## config.mk

```make
export PLATFORM = sky130hd
export DESIGN_NAME = ttx_pacer
export DESIGN_NICKNAME = d
export VERILOG_FILES = /design/src/rtl/ttx_pkg.sv /design/src/rtl/ttx_bit_timer.sv /design/src/rtl/ttx_src_mux.sv /design/src/rtl/ttx_req_gen.sv /design/src/rtl/ttx_pacer.sv
export SDC_FILE = /design/constraint.sdc
export NUM_CORES = 1
export LEC_CHECK = 0
export BUFFER_PORTS_ARGS = -buffer_cell sky130_fd_sc_hd__buf_2
export CORE_MARGIN = 4
export CORE_UTILIZATION = 30
export DETAILED_ROUTE_END_ITERATION = 10
export GPL_TIMING_DRIVEN = 0
export SYNTH_ARGS = -nofsm -noshare
export SYNTH_HDL_FRONTEND = slang
export SYNTH_HIERARCHICAL = 1
export SYNTH_SLANG_ARGS = --single-unit
```

## constraint.sdc

```tcl
create_clock -name clk -period 9.6 [get_ports clk]
set_input_delay 0.96 -clock clk [delete_from_list [all_inputs] [get_ports clk]]
set_output_delay 0.96 -clock clk [all_outputs]
set_load 0.02 [all_outputs]
```

## src/rtl/ttx_pkg.sv

```systemverilog
package ttx_pkg;
  typedef enum logic [1:0] {
    ST_IDLE = 2'd0,
    ST_LEAD = 2'd1,
    ST_DATA = 2'd2
  } line_st_t;

  localparam logic REQ_LINE = 1'b0;
  localparam logic REQ_BIT  = 1'b1;
endpackage

```

## src/rtl/ttx_bit_timer.sv

```systemverilog
module ttx_bit_timer #(
  parameter int LINE_BITS    = 360,
  parameter int GROUP_BITS   = 37,
  parameter int SHORT_STRIDE = 9,
  parameter int LONG_HOLD    = 4,
  parameter int SHORT_HOLD   = 3,
  localparam int IDX_W = $clog2(LINE_BITS),
  localparam int POS_W = $clog2(GROUP_BITS),
  localparam int PH_W  = $clog2(LONG_HOLD)
) (
  input  logic             clk,
  input  logic             rst_n,
  input  logic             clr,
  input  logic             start,
  output logic             active,
  output logic [PH_W-1:0]  phase,
  output logic [IDX_W-1:0] idx,
  output logic             bit_end,
  output logic             line_end
);
  logic [POS_W-1:0] pos;
  logic             active_n;
  logic [PH_W-1:0]  phase_n;
  logic [IDX_W-1:0] idx_n;
  logic [POS_W-1:0] pos_n;
  logic             short_bit;
  logic [PH_W-1:0]  hold_m1;

  // hold length of the bit at the current group offset
  always_comb begin
    short_bit = (pos != '0) && ((int'(pos) % SHORT_STRIDE) == 0);
    hold_m1   = short_bit ? PH_W'(SHORT_HOLD - 1) : PH_W'(LONG_HOLD - 1);
    bit_end   = active && (phase == hold_m1);
    line_end  = bit_end && (idx == IDX_W'(LINE_BITS - 1));
  end

  always_comb begin
    active_n = active;
    phase_n  = phase;
    idx_n    = idx;
    pos_n    = pos;
    if (clr) begin
      active_n = 1'b0;
      phase_n  = '0;
      idx_n    = '0;
      pos_n    = '0;
    end else if (!active) begin
      if (start) begin
        active_n = 1'b1;
        phase_n  = '0;
        idx_n    = '0;
        pos_n    = '0;
      end
    end else if (bit_end) begin
      phase_n = '0;
      if (line_end) begin
        active_n = 1'b0;
      end else begin
        idx_n = idx + 1'b1;
        pos_n = (pos == POS_W'(GROUP_BITS - 1)) ? '0 : pos + 1'b1;
      end
    end else begin
      phase_n = phase + 1'b1;
    end
  end

  always_ff @(posedge clk or negedge rst_n) begin
    if (!rst_n) begin
      active <= 1'b0;
      phase  <= '0;
      idx    <= '0;
      pos    <= '0;
    end else begin
      active <= active_n;
      phase  <= phase_n;
      idx    <= idx_n;
      pos    <= pos_n;
    end
  end
endmodule

```

## src/rtl/ttx_src_mux.sv

```systemverilog
module ttx_src_mux #(
  parameter int N_SRC = 3,
  parameter int SEL_W = 2
) (
  input  logic [N_SRC-1:0] pins,
  input  logic [SEL_W-1:0] sel,
  output logic             dout
);
  always_comb begin
    dout = 1'b0;
    for (int i = 0; i < N_SRC; i++) begin
      if (sel == SEL_W'(i)) dout = pins[i];
    end
  end
endmodule

```

## src/rtl/ttx_req_gen.sv

```systemverilog
module ttx_req_gen #(
  parameter int OFS_W = 6,
  parameter int PH_W  = 2
) (
  input  logic             clk,
  input  logic             rst_n,
  input  logic             start,
  input  logic             busy,
  input  logic             mode,
  input  logic [OFS_W-1:0] len,
  input  logic             sched_active,
  input  logic [PH_W-1:0]  sched_phase,
  output logic             req
);
  import ttx_pkg::*;

  logic [OFS_W-1:0] age;
  logic [OFS_W-1:0] age_n;
  logic             age_en;

  always_comb begin
    age_en = start || (busy && (age != '1));
    age_n  = start ? '0 : age + 1'b1;
  end

  always_ff @(posedge clk or negedge rst_n) begin
    if (!rst_n) begin
      age <= '0;
    end else if (age_en) begin
      age <= age_n;
    end
  end

  always_comb begin
    if (mode == REQ_LINE) begin
      req = busy && (age < len);
    end else begin
      req = busy && sched_active && (OFS_W'(sched_phase) < len);
    end
  end
endmodule

```

## src/rtl/ttx_pacer.sv

```systemverilog
module ttx_pacer #(
  parameter int LINE_BITS    = 360,
  parameter int GROUP_BITS   = 37,
  parameter int SHORT_STRIDE = 9,
  parameter int LONG_HOLD    = 4,
  parameter int SHORT_HOLD   = 3,
  parameter int OFS_W        = 6,
  parameter int N_SRC        = 3,
  localparam int IDX_W = $clog2(LINE_BITS),
  localparam int PH_W  = $clog2(LONG_HOLD),
  localparam int SEL_W = $clog2(N_SRC + 1)
) (
  input  logic             clk,
  input  logic             rst_n,
  input  logic             cfg_en,
  input  logic [SEL_W-1:0] cfg_src_sel,
  input  logic             cfg_req_mode,
  input  logic [OFS_W-1:0] cfg_req_lead,
  input  logic [OFS_W-1:0] cfg_req_len,
  input  logic             line_start,
  input  logic [N_SRC-1:0] src_pins,
  output logic             req_o,
  output logic             bit_valid,
  output logic             bit_data,
  output logic [IDX_W-1:0] bit_idx
);
  import ttx_pkg::*;

  line_st_t         state, state_n;
  logic [OFS_W-1:0] lead_cnt, lead_cnt_n;
  logic             accept;
  logic             d_start;
  logic             clr;
  logic             busy;

  logic             d_active, d_bit_end, d_line_end;
  logic [PH_W-1:0]  d_phase;
  logic [IDX_W-1:0] d_idx;
  logic             r_active, r_bit_end, r_line_end;
  logic [PH_W-1:0]  r_phase;
  logic [IDX_W-1:0] r_idx;
  logic             src_bit;

  logic             valid_n;

  always_comb begin
    clr     = !cfg_en;
    busy    = (state != ST_IDLE);
    accept  = cfg_en && line_start && (state == ST_IDLE);
    d_start = cfg_en && ((accept && (cfg_req_lead == '0)) ||
                         ((state == ST_LEAD) && (lead_cnt == '0)));
  end

  always_comb begin
    state_n    = state;
    lead_cnt_n = lead_cnt;
    if (!cfg_en) begin
      state_n = ST_IDLE;
    end else begin
      case (state)
        ST_IDLE: begin
          if (line_start) begin
            if (cfg_req_lead == '0) begin
              state_n = ST_DATA;
            end else begin
              state_n    = ST_LEAD;
              lead_cnt_n = cfg_req_lead - 1'b1;
            end
          end
        end
        ST_LEAD: begin
          if (lead_cnt == '0) state_n = ST_DATA;
          else                lead_cnt_n = lead_cnt - 1'b1;
        end
        ST_DATA: begin
          if (d_line_end) state_n = ST_IDLE;
        end
        default: state_n = ST_IDLE;
      endcase
    end
  end

  always_ff @(posedge clk or negedge rst_n) begin
    if (!rst_n) begin
      state    <= ST_IDLE;
      lead_cnt <= '0;
    end else begin
      state    <= state_n;
      lead_cnt <= lead_cnt_n;
    end
  end

  // data schedule: starts after the programmed lead
  ttx_bit_timer #(
    .LINE_BITS   (LINE_BITS),
    .GROUP_BITS  (GROUP_BITS),
    .SHORT_STRIDE(SHORT_STRIDE),
    .LONG_HOLD   (LONG_HOLD),
    .SHORT_HOLD  (SHORT_HOLD)
  ) u_data_tmr (
    .clk     (clk),
    .rst_n   (rst_n),
    .clr     (clr),
    .start   (d_start),
    .active  (d_active),
    .phase   (d_phase),
    .idx     (d_idx),
    .bit_end (d_bit_end),
    .line_end(d_line_end)
  );

  // request schedule: starts at once, runs ahead by the lead
  ttx_bit_timer #(
    .LINE_BITS   (LINE_BITS),
    .GROUP_BITS  (GROUP_BITS),
    .SHORT_STRIDE(SHORT_STRIDE),
    .LONG_HOLD   (LONG_HOLD),
    .SHORT_HOLD  (SHORT_HOLD)
  ) u_req_tmr (
    .clk     (clk),
    .rst_n   (rst_n),
    .clr     (clr),
    .start   (accept),
    .active  (r_active),
    .phase   (r_phase),
    .idx     (r_idx),
    .bit_end (r_bit_end),
    .line_end(r_line_end)
  );

  ttx_src_mux #(
    .N_SRC(N_SRC),
    .SEL_W(SEL_W)
  ) u_mux (
    .pins(src_pins),
    .sel (cfg_src_sel),
    .dout(src_bit)
  );

  ttx_req_gen #(
    .OFS_W(OFS_W),
    .PH_W (PH_W)
  ) u_req (
    .clk         (clk),
    .rst_n       (rst_n),
    .start       (accept),
    .busy        (busy),
    .mode        (cfg_req_mode),
    .len         (cfg_req_len),
    .sched_active(r_active),
    .sched_phase (r_phase),
    .req         (req_o)
  );

  // capture at the last clock of each hold period
  always_comb begin
    valid_n = cfg_en && d_bit_end;
  end

  always_ff @(posedge clk or negedge rst_n) begin
    if (!rst_n) begin
      bit_valid <= 1'b0;
    end else begin
      bit_valid <= valid_n;
    end
  end

  always_ff @(posedge clk or negedge rst_n) begin
    if (!rst_n) begin
      bit_data <= 1'b0;
      bit_idx  <= '0;
    end else if (valid_n) begin
      bit_data <= src_bit;
      bit_idx  <= d_idx;
    end
  end
endmodule

```

### Yosys cells after proc, flatten, opt, wreduce, memory -nomap -nowiden

Cells that the tools add are included.

* logic and storage cells: 139
* output and inout bits: 12
* flip-flop bits (word level): 61

* reductions and logical operators: 32
* equal/unequal tests: 23
* magnitude comparators: 2
* multiplexer cells: 57
* div/mod/pow operators: 2
* add/sub/neg operators: 9

Operator list (count)
* $mux W6: 16
* $mux W9: 10
* $logic_not A32 Y1: 2
* $mod A7 B5 Y32 const B: 2
* $mux W2: 13
* $add A6 B1 Y6 const B: 3
* $add A9 B1 Y9 const B: 2
* $eq A9 B9 Y1 const B: 2
* $ne A3 B3 Y1 const B: 6
* $logic_and A1 B1 Y1: 16
* $mux W1: 16
* $eq A6 B6 Y1 const B: 2
* $logic_not A6 Y1: 2
* $pmux W6 S2: 1
* $reduce_bool A6 Y1: 2
* $sub A6 B1 Y6 const B: 2
* $reduce_and A3 Y1: 3
* $lt A2 B6 Y1: 1
* $lt A6 B6 Y1: 1
* $ne A2 B2 Y1 const B: 3
* $ne A3 B1 Y1 const B: 2
* $ne A6 B6 Y1 const B: 1
* $pmux W2 S3: 1
* $reduce_and A5 Y1: 1
* other kinds (8): 15

### Logic depth before layout (Yosys ltp)

* word-level depth: 11
* mapped depth: 20
* mapped depth without buffers: 17

### Modules after synthesis

The synthesis kept the hierarchy.

By module, submodules not included
* ttx_bit_timer: area an instance 1730.4 um2, times used 2, cells each 216
* ttx_pacer: area an instance 1052.3 um2, times used 1, cells each 102
* ttx_req_gen: area an instance 464.2 um2, times used 1, cells each 52
* ttx_src_mux: area an instance 22.5 um2, times used 1, cells each 3

### Least setup slack after synthesis

OpenSTA, ideal clock, no wires.

* path kind: register -> register
* start: reg u_data_tmr.pos[5]
* end: reg bit_data
* buffers on the path: 4
* arrival time: 4.232 ns
* slack: 5.243 ns
* period minus slack after synthesis: 4.357 ns
* required time: 9.475 ns
* library setup time: 0.125 ns
* cell stages (with the launch flop): 20
* path through: dfrtp_1 buf_4 clkbuf_1 nand2b_1 o21a_1 ha_1 or3b_1 o211ai_2 nand3_1 xnor2_1 ha_1 a221oi_2 a31oi_1 nor4_4 xnor2_1 buf_2 nor2_1 nand2_1 clkbuf_1 mux2_2

* cells in the longest elaborated chain, start to end: 7

RTL lines
* start, declared: RTL line ttx_bit_timer.sv:21 `logic [POS_W-1:0] pos;`
* start signal, assigned: RTL line ttx_bit_timer.sv:77 `pos <= pos_n;`
* $mod A7 B5 Y32: RTL line ttx_bit_timer.sv:31 `short_bit = (pos != '0) && ((int'(pos) % SHORT_STRIDE) == 0);`
* $logic_not A32 Y1: RTL line ttx_bit_timer.sv:31
* $logic_and A1 B1 Y1 (*): RTL line ttx_bit_timer.sv:31
* $mux W1 (*): RTL line ttx_bit_timer.sv:32 `hold_m1 = short_bit ? PH_W'(SHORT_HOLD - 1) : PH_W'(LONG_HOLD - 1);`
* $eq A2 B2 Y1 (*): RTL line ttx_bit_timer.sv:33 `bit_end = active && (phase == hold_m1);`
* $logic_and A1 B1 Y1 (*): RTL line ttx_bit_timer.sv:33
* net d_bit_end: RTL line ttx_pacer.sv:36 `logic d_active, d_bit_end, d_line_end;`
* $logic_and A1 B1 Y1 (*): RTL line ttx_pacer.sv:157 `valid_n = cfg_en && d_bit_end;`
* end signal, assigned: RTL line ttx_pacer.sv:173 `bit_data <= src_bit;`
* end, declared: RTL line ttx_pacer.sv:24 `output logic bit_data,`

The timed path passes the listed nets; every way through them passes the cells marked *.
A chain may end at the register's enable or synchronous reset.

### Final worst setup path

* start: reg u_data_tmr.pos[5]
* end: reg bit_idx[1]

* cells in the longest elaborated chain, start to end: 7

RTL lines
* $mod A7 B5 Y32: RTL line ttx_bit_timer.sv:31
* $logic_not A32 Y1: RTL line ttx_bit_timer.sv:31
* $logic_and A1 B1 Y1 (*): RTL line ttx_bit_timer.sv:31
* $mux W1 (*): RTL line ttx_bit_timer.sv:32
* $eq A2 B2 Y1 (*): RTL line ttx_bit_timer.sv:33
* $logic_and A1 B1 Y1 (*): RTL line ttx_bit_timer.sv:33
* net d_bit_end: RTL line ttx_pacer.sv:36
* $logic_and A1 B1 Y1 (*): RTL line ttx_pacer.sv:157
* end signal, assigned: RTL line ttx_pacer.sv:174 `bit_idx <= d_idx;`
* end, declared: RTL line ttx_pacer.sv:25 `output logic [IDX_W-1:0] bit_idx`

Marked as above.

==> out/results.ini <==
[power_and_ir_drop]
power_leakage_nw=2.36
power.density_nw_per_um2=125
ir_worst_vdd_uv=99.1

[run]
maxCapViolCount=0

[floorplan]
die_area_um2=18800
io-pin-count=34
core_um2=16100
dieWidth_um=137
core.rowCount=46
start_util_pct=31.0
die_h_um=137

[sta]
hold_slack_ps=498
fin_skew_ps=7.29
finalCriticalPeriod_ps=5070
final.setup.tns_ps=0
slew_headroom_pct=41.9
post-route-period-util_pct=52.9
hold_viol_final=0
rsz0062_at_grt=false
slew_violations=0
finalSetupViolCount=0
fmax_mhz=197
worst_slew_pin_slew_ps=867

[run_status]
status=finished clean

[clock_tree]
postCtsSetupBuffers=0
clk_pin_slew_worst_paths_ps=60
cts_tree=built
cts_buffer_depth=2
numCtsBuffers=9
insertion_delay_ps=320
ctsRootBufferMaster=clkbuf_16
cts.htree.levels=3
cts_num_sinks=61
ctsHoldBuffers=0
post_cts_resized=0

[setup_path]
cp_max_fo=10
end_kind=register
r2r_cells=19
crit_arrival_ps=5280
critPathLaunchType=register
criticalPathCategory=register to register
cp.required_ps=9810

[placement]
dp_hpwl_um=8870
post_dp_cell_area_um2=5440
io_buffers=33
finalWeightedCongestion=0.832

[detailed_routing]
vias=4497
dr.pass1.iters=4
wl_per_cell_um=13.9
drt_iter0_drc=374
routed_wirelength_um=11800
final_antenna_net_count=0
vias_per_cell=5.27
drc=0

[worst_hold_path]
whs_path_depth=1
hp-class=register to register

[global_route]
grt_pass1_wl_um=20000
grt_start_max_net_pins=62
grt.overflow.total=0
grt_pass1_vias=4238
antenna_found_initial=0
track_usage_pct=12.8

[yosys]
yosysWarnings=6
syn_inst=588
syn_area_um2=5000
avgSynthCellArea_um2=8.50
synth_fp_nets=636

[cells_and_area]
drive_gt1_share_pct=16.5
nFillCells=1715
diodes=0
layout_commonest_cell=dfrtp_1
design_area_um2=5740
syn_to_final_growth_pct=14.9
nNetsFinal=680
final_cell_mix=dfrtp_1, nor2_1, a21oi_1

## metal layers
| layer | vias up | routed length (um) | share of wire [%] | track usage, % |
|---|---|---|---|---|
| li1 | 2289 | - | - | - |
| met1 | 2137 | 5990 | 51 | 18.0 |
| met2 | 62 | 5300 | 45 | 19.6 |
| met3 | 9 | 414 | 3.5 | 2.46 |
| met4 | 0 | 129 | 1.1 | 4.38 |
| met5 | - | 0 | 0 | 0 |
## sequential cells by signal (all words and copies together), names as in the netlist
register,flops
bit_idx,9
u_data_tmr/idx,9
u_req_tmr/idx,9
lead_cnt,6
u_data_tmr/pos,6
u_req/age,6
u_req_tmr/pos,6
state,2
u_data_tmr/phase,2
u_req_tmr/phase,2
bit_data,1
bit_valid,1
u_data_tmr/active,1
u_req_tmr/active,1
## report_power, final
group | leakage (nW) | total (mW) | switching [mW] | internal (mW)
registers | 0.833 | 0.295 | 0.0209 | 0.274
logic | 1.39 | 0.0987 | 0.0591 | 0.0397
clock network | 0.134 | 0.324 | 0.116 | 0.208
total | 2.36 | 0.717 | 0.196 | 0.522
## cell type report
class | instances | area (um^2) | share of cell area (%)
sequential | 61 | 1530 | 26.6
clock inverter | 5 | 60.1 | 1.05
buffer | 26 | 129 | 2.24
timing repair buffer | 33 | 168 | 2.92
clock buffer | 11 | 243 | 4.23
tap | 216 | 270 | 4.71
inverter | 35 | 131 | 2.29
multi-input combinational | 466 | 3210 | 56.0
## worst max-delay path, stage by stage (launching register included)
cell and delay [ps]:
dfrtp_1 390, buf_4 170, clkbuf_1 200, nand2b_1 210, o21a_1 180, ha_1 230
or3b_1 420, o211ai_2 130, nand3_1 190, xnor2_1 210, ha_1 230, a221oi_2 300
a31oi_1 170, nor4_4 510, xnor2_1 190, buf_2 230, nor2_1 70, nand2_1 80
clkbuf_1 430, mux2_2 400
## worst paths after layout
path,startpoint,to,slack (ps)
hold reg to reg,bit_idx[1],bit_idx[1],500
setup reg to reg,u_data_tmr/pos[5],bit_idx[1],4530
max in group asynchronous,rst_n,state[1],8330
hold / removal,bit_idx[1],bit_idx[1],500
setup / recovery,u_data_tmr/pos[5],bit_idx[1],4530
min in group asynchronous,rst_n,u_req_tmr/pos[4],710
## metrics by stage
stage / instances / utilization, % / power [mW] / setup slack [ps]
4_1_cts: 853 / 35.6 / 0.725 / 4490
3_5_place_dp: 837 / 33.8 / 0.399 / 4510
3_3_place_gp: 837 / 33.7 / 0.397 / 4510
6_report: 853 / 35.6 / 0.717 / 4530
5_1_grt: 853 / 35.6 / 0.756 / 4100
2_1_floorplan: 588 / - / 0.366 / 5240
(Power assumes the default switching activity.)
